`src/rtl/bwe_pkg.sv`:
```
package bwe_pkg;
    typedef enum logic [2:0] {
        OP_NONE  = 3'd0,
        OP_WR    = 3'd1,
        OP_MWR   = 3'd2,
        OP_BLK   = 3'd3,
        OP_MBLK  = 3'd4,
        OP_LDCOL = 3'd5,
        OP_LDMSK = 3'd6,
        OP_RSVD  = 3'd7
    } bwe_op_e;
endpackage

```
`src/rtl/bwe_regs.sv`:
```
module bwe_regs #(
    parameter int DW = 4
) (
    input  logic          clk,
    input  logic          rst_n,
    input  logic [2:0]    op,
    input  logic [DW-1:0] din,
    output logic [DW-1:0] colour_q,
    output logic [DW-1:0] mask_q
);
    import bwe_pkg::*;

    typedef struct packed {
        logic [DW-1:0] colour;
        logic [DW-1:0] mask;
    } regs_t;

    regs_t st_d, st_q;

    always_comb begin
        st_d = st_q;
        if (bwe_op_e'(op) == OP_LDCOL) st_d.colour = din;
        if (bwe_op_e'(op) == OP_LDMSK) st_d.mask   = din;
    end

    always_ff @(posedge clk or negedge rst_n) begin
        if (!rst_n) begin
            st_q.colour <= '0;
            st_q.mask   <= '1;
        end else begin
            st_q <= st_d;
        end
    end

    assign colour_q = st_q.colour;
    assign mask_q   = st_q.mask;
endmodule

```
`src/rtl/bwe_lanes.sv`:
```
module bwe_lanes #(
    parameter int DW     = 4,
    parameter int LANE_W = 2
) (
    input  logic [2:0]       op,
    input  logic [LANE_W-1:0] lane,
    input  logic [DW-1:0]    din,
    input  logic [DW-1:0]    colour,
    input  logic [DW-1:0]    mask,
    output logic [DW*DW-1:0] en_d,
    output logic [DW*DW-1:0] data_d
);
    import bwe_pkg::*;

    for (genvar l = 0; l < DW; l++) begin : g_lane
        logic          sel;
        logic [DW-1:0] bits;
        logic [DW-1:0] val;
        always_comb begin
            sel  = 1'b0;
            bits = '1;
            val  = din;
            case (bwe_op_e'(op))
                OP_WR:   begin sel = (lane == LANE_W'(l)); bits = '1;   val = din;    end
                OP_MWR:  begin sel = (lane == LANE_W'(l)); bits = mask; val = din;    end
                OP_BLK:  begin sel = din[l];               bits = '1;   val = colour; end
                OP_MBLK: begin sel = din[l];               bits = mask; val = colour; end
                default: begin sel = 1'b0;                 bits = '1;   val = din;    end
            endcase
        end
        assign en_d[l*DW +: DW]   = sel ? bits : '0;
        assign data_d[l*DW +: DW] = val;
    end
endmodule

```
`src/rtl/bwe_array.sv`:
```
module bwe_array #(
    parameter int DW    = 4,
    parameter int COL_W = 6
) (
    input  logic                   clk,
    input  logic                   rst_n,
    input  logic [DW*DW-1:0]       wr_en,
    input  logic [DW*DW-1:0]       wr_data,
    input  logic [COL_W-$clog2(DW)-1:0] wr_grp,
    input  logic [COL_W-1:0]       rd_col,
    output logic [DW-1:0]          rd_data
);
    localparam int COLS   = 1 << COL_W;
    localparam int LANE_W = $clog2(DW);

    logic [DW-1:0] mem_d [COLS];
    logic [DW-1:0] mem_q [COLS];

    always_comb begin
        for (int c = 0; c < COLS; c++) begin
            logic [COL_W-1:0]  cidx;
            logic [LANE_W-1:0] ln;
            cidx     = COL_W'(c);
            ln       = cidx[LANE_W-1:0];
            mem_d[c] = mem_q[c];
            if (cidx[COL_W-1:LANE_W] == wr_grp) begin
                for (int b = 0; b < DW; b++) begin
                    if (wr_en[int'(ln)*DW + b]) mem_d[c][b] = wr_data[int'(ln)*DW + b];
                end
            end
        end
    end

    always_ff @(posedge clk or negedge rst_n) begin
        if (!rst_n) begin
            for (int c = 0; c < COLS; c++) mem_q[c] <= '0;
        end else begin
            for (int c = 0; c < COLS; c++) mem_q[c] <= mem_d[c];
        end
    end

    assign rd_data = mem_q[rd_col];
endmodule

```
`src/rtl/bwe_engine.sv`:
```
module bwe_engine #(
    parameter int DW    = 4,
    parameter int COL_W = 6
) (
    input  logic                          clk,
    input  logic                          rst_n,
    input  logic [2:0]                    cmd_op,
    input  logic [COL_W-1:0]              cmd_col,
    input  logic [DW-1:0]                 cmd_data,
    output logic [DW*DW-1:0]              wr_en,
    output logic [DW*DW-1:0]              wr_data,
    output logic [COL_W-$clog2(DW)-1:0]   wr_grp,
    input  logic [COL_W-1:0]              rd_col,
    output logic [DW-1:0]                 rd_data
);
    localparam int LANE_W = $clog2(DW);
    localparam int GRP_W  = COL_W - LANE_W;
    localparam int NB     = DW * DW;

    typedef struct packed {
        logic [NB-1:0]    en;
        logic [NB-1:0]    data;
        logic [GRP_W-1:0] grp;
    } out_t;

    logic [DW-1:0] colour_q, mask_q;
    logic [NB-1:0] en_c, data_c;
    out_t          out_d, out_q;

    bwe_regs #(.DW(DW)) u_regs (
        .clk      (clk),
        .rst_n    (rst_n),
        .op       (cmd_op),
        .din      (cmd_data),
        .colour_q (colour_q),
        .mask_q   (mask_q)
    );

    bwe_lanes #(.DW(DW), .LANE_W(LANE_W)) u_lanes (
        .op     (cmd_op),
        .lane   (cmd_col[LANE_W-1:0]),
        .din    (cmd_data),
        .colour (colour_q),
        .mask   (mask_q),
        .en_d   (en_c),
        .data_d (data_c)
    );

    always_comb begin
        out_d      = out_q;
        out_d.en   = en_c;
        out_d.data = data_c;
        out_d.grp  = cmd_col[COL_W-1:LANE_W];
    end

    always_ff @(posedge clk or negedge rst_n) begin
        if (!rst_n) out_q <= '0;
        else        out_q <= out_d;
    end

    assign wr_en   = out_q.en;
    assign wr_data = out_q.data;
    assign wr_grp  = out_q.grp;

    bwe_array #(.DW(DW), .COL_W(COL_W)) u_array (
        .clk     (clk),
        .rst_n   (rst_n),
        .wr_en   (out_q.en),
        .wr_data (out_q.data),
        .wr_grp  (out_q.grp),
        .rd_col  (rd_col),
        .rd_data (rd_data)
    );
endmodule

```
`config.mk`:
```
export PLATFORM = sky130hd
export DESIGN_NAME = bwe_engine
export DESIGN_NICKNAME = d
export VERILOG_FILES = /design/src/rtl/bwe_pkg.sv /design/src/rtl/bwe_regs.sv /design/src/rtl/bwe_lanes.sv /design/src/rtl/bwe_array.sv /design/src/rtl/bwe_engine.sv
export SDC_FILE = /design/constraint.sdc
export NUM_CORES = 1
export LEC_CHECK = 0
export CELL_PAD_IN_SITES_DETAIL_PLACEMENT = 1
export CELL_PAD_IN_SITES_GLOBAL_PLACEMENT = 2
export CORE_ASPECT_RATIO = 0.7
export CORE_MARGIN = 3
export CORE_UTILIZATION = 40
export CTS_BUF_LIST = sky130_fd_sc_hd__clkbuf_4 sky130_fd_sc_hd__clkbuf_8
export CTS_CLUSTER_SIZE = 16
export DETAILED_ROUTE_END_ITERATION = 10
export GPL_ROUTABILITY_DRIVEN = 0
export MAX_ROUTING_LAYER = met4
export PLACE_DENSITY = 0.81
export SETUP_SLACK_MARGIN = 0.5
export SYNTH_ARGS = -nofsm -noshare
export SYNTH_HDL_FRONTEND = slang
export SYNTH_SLANG_ARGS = --single-unit
```
`constraint.sdc`:
```
create_clock -name clk -period 2.9 [get_ports clk]
set_input_delay 0.725 -clock clk [delete_from_list [all_inputs] [get_ports clk]]
set_output_delay 0.725 -clock clk [all_outputs]
set_load 0.1 [all_outputs]
```
==> impl_metrics.sql <==
INSERT INTO impl_metrics (metric_group, metric, value, unit) VALUES
('routing', 'detailed_route_wire_length_per_cell', '23.6', 'um'),
('global_routing', 'grt_max_degree', '67', ''),
('yosys', 'post_synth_inst_count', '1161', ''),
('worst_setup_path', 'r2r-end', 'u_array.mem_q[224]', ''),
('pwr', 'power_density', '653', 'nW/um2'),
('clocking', 'htree_levels', '2', ''),
('timing', 'hold-worst-slack', '0.0654', 'ns'),
('yosys', 'synth.lib_cells_used.distinct', '47', ''),
('worst_setup_path', 'critPathLaunchType', 'register', ''),
('pwr', 'highest_ir_drop_seen_on_vdd', '0.000491', 'V'),
('flow_run', 'cap_viol_max_count', '0', ''),
('timing', 'unrepaired_setup_endpoints_after_global_routing', 'yes', ''),
('yosys', 'mean_post_synth_cell_area', '12.6', 'um2'),
('routing', 'num_vias', '9694', ''),
('yosys', 'netlist_area', '14600', 'um2'),
('timing', 'final.period_utilization', '1.10', ''),
('pwr', 'leakage_power_of_the_design', '0.00790', 'uW'),
('timing', 'post-route-worst-setup-slack', '-0.300', 'ns'),
('placed_design', 'dp_hpwl', '26.6', 'mm'),
('floorplanning', 'chipHeight', '166', 'um'),
('floorplanning', 'rows', '57', ''),
('worst_setup_path', 'cp_max_fo', '2', ''),
('clocking', 'clkSinkCount', '288', ''),
('routing', 'drc', '0', ''),
('timing', 'final.min_clock_period', '3.20', 'ns'),
('global_routing', 'globalRoute.totalOverflow', '0', ''),
('floorplanning', 'core', '35300', 'um2'),
('yosys', 'yosys_warnings', '0', ''),
('routing', 'drt-pass1-iter-count', '4', ''),
('timing', 'finalHoldViolations', '0', ''),
('final_layout', 'num_antenna_cells', '0', ''),
('final_layout', 'final_common_cell', 'sky130_fd_sc_hd__dfrtp_1', ''),
('yosys', 'ys_ff_latch', '288', ''),
('global_routing', 'global_route_wire_length_before_repair', '65.8', 'mm'),
('worst_setup_path', 'r2r_slack', '0.95', 'ns'),
('pwr', 'finalPower', '11600', 'uW'),
('timing', 'max_slew.worst_pin.slew', '0.689', 'ns'),
('floorplanning', 'start_util', '0.413', ''),
('final_layout', 'nets', '1288', ''),
('placed_design', 'dp_cells', '1675', ''),
('clocking', 'clk_root_buffer_cell', 'sky130_fd_sc_hd__clkbuf_8', ''),
('yosys', 'synth-seq-area-share', '0.495', ''),
('yosys', 'count_of_flip_flops_with_a_built_in_enable_after_synthesis', '0', ''),
('yosys', 'synthFlopType', 'sky130_fd_sc_hd__dfrtp_1', ''),
('final_layout', 'final_core_util', '0.501', ''),
('clocking', 'tritoncts.num_buffers', '46', ''),
('timing', 'endpoints_failing_setup', '4', ''),
('floorplanning', 'fp.dieArea', '38800', 'um2'),
('routing', 'drt-total-wl', '41.9', 'mm'),
('final_layout', 'mostFrequentLayoutCells', '276 x sky130_fd_sc_hd__dfrtp_1, 242 x sky130_fd_sc_hd__nand2_1, 205 x sky130_fd_sc_hd__mux2_2', ''),
('yosys', 'mappedNetlistNets', '1182', ''),
('final_layout', 'synthToLayoutAreaGrowth', '21.4', '%'),
('worst_setup_path', 'critical_path.startpoint', 'u_array.mem_q[228]', ''),
('worst_setup_path', 'rr_worst_depth', '5', ''),
('final_layout', 'stdcell_count', '1772', ''),
('global_routing', 'initial_antenna_violation_count', '0', ''),
('min_path', 'hp-class', 'primary input to async pin', ''),
('worst_setup_path', 'critical_path_class', 'register to output pin', ''),
('run_status', 'run_status', 'finished, violations left', ''),
('routing', 'detail_route.iter0.violations', '511', ''),
('worst_setup_path', 'r2r-start', 'wr_grp[1]', ''),
('timing', 'final.setup_skew', '0.0122', 'ns'),
('worst_setup_path', 'cp_data_required_time', '2.17', 'ns'),
('clocking', 'tritoncts', 'built', ''),
('run_status', 'failed_checks', 'negative setup slack', ''),
('placed_design', 'io_buffer_count', '60', ''),
('timing', 'slew_violations', '0', ''),
('timing', 'setup_tns', '-1.10', 'ns'),
('routing', 'drt.antenna.violating_nets', '0', ''),
('routing', 'vias_per_cell', '5.47', ''),
('floorplanning', 'pin_count', '61', '');
## critical path, cell delays in order, from the launching register on
cell and delay [ns]:
sky130_fd_sc_hd__dfrtp_1 0.39, sky130_fd_sc_hd__mux4_2 0.50, sky130_fd_sc_hd__a2111oi_4 0.36, sky130_fd_sc_hd__nor3_2 0.09, sky130_fd_sc_hd__buf_4 0.16, sky130_fd_sc_hd__a21o_4 0.23, sky130_fd_sc_hd__buf_12 0.16
## flip-flops by register name (all words and copies together) (netlist names)
name,count
u_array.mem_q,256
wr_data,4
wr_en,16
u_regs.mask_q,4
wr_grp,4
u_regs.colour_q,4
## worst min path at each step
stage,from,endpoint,slack (ns),cells past startpoint
finish,rst_n,u_array.mem_q[64],0.07,1
detailed placement,u_array.mem_q[232],u_array.mem_q[232],0.48,1
CTS,rst_n,u_array.mem_q[80],0.05,1
floorplan,rst_n,u_array.mem_q[0],0.43,0
global placement,u_array.mem_q[146],u_array.mem_q[146],0.47,1
global route,rst_n,u_array.mem_q[80],0.06,1
## area by class of cell
type,count,area (um2)
Clock buffer,79,943
Clock inverter,2,12.5
Inverter,2,7.51
Multi-Input combinational cell,756,7000
Sequential cell,288,7220
Tap cell,472,591
Fill cell,3578,17600
Timing Repair Buffer,173,1930
## synth_stat cells (all sizes together), types with 5 or more instances
| cell | count | area, um2 |
|---|---|---|
| nand2b | 8 | 80.1 |
| o21ai | 14 | 70.1 |
| nor2b | 5 | 31.3 |
| buf | 67 | 444 |
| clkbuf | 48 | 180 |
| nor2 | 39 | 214 |
| nor3 | 10 | 118 |
| o22ai | 12 | 75.1 |
| dfrtp | 284 | 7110 |
| a22oi | 6 | 45.0 |
| mux4 | 61 | 1370 |
| mux2i | 8 | 80.1 |
| a21oi | 6 | 30.0 |
| mux2 | 274 | 3200 |
| nand2 | 271 | 1100 |
## timing repair
item	in CTS	in global routing
setup endpoints to repair	5	4
setup buffers	10	0
resized for setup	52	12
pin swaps	9	4
cloned	6	0
## kinds of logic after synthesis
logic type / share of synthesized area
AOI/OAI and AO/OA: 0.0288
xor gates and xnor gates: 0.000601
buffers and inverters: 0.0433
DFF: 0.495
muxes: 0.319
and+or+nand+nor: 0.113
## per-layer routing
metal	wire length, um	track usage
met1	19800	0.316
met2	19500	0.342
met3	1900	0.0473
met4	799	0.0548
met5	0	-
## through the flow
| stage | worst slack [ns] | instance area (um2) |
|---|---|---|
| 4_1_cts | -0.313 | 17600 |
| 3_3_place_gp | -0.509 | 16200 |
| 3_5_place_dp | -0.494 | 16200 |
| 2_1_floorplan | -0.314 | 14700 |
| 6_report | -0.300 | 17700 |
| 5_1_grt | -0.366 | 17700 |
## where the power goes
part	total (uW)	leakage (uW)	internal [uW]	switching [uW]
logic	2650	0.00360	1310	1350
clock network	3700	0.000513	2030	1670
registers	5200	0.00379	4760	445
total	11600	0.00790	8090	3460
Power figures use the tool's default switching activity.
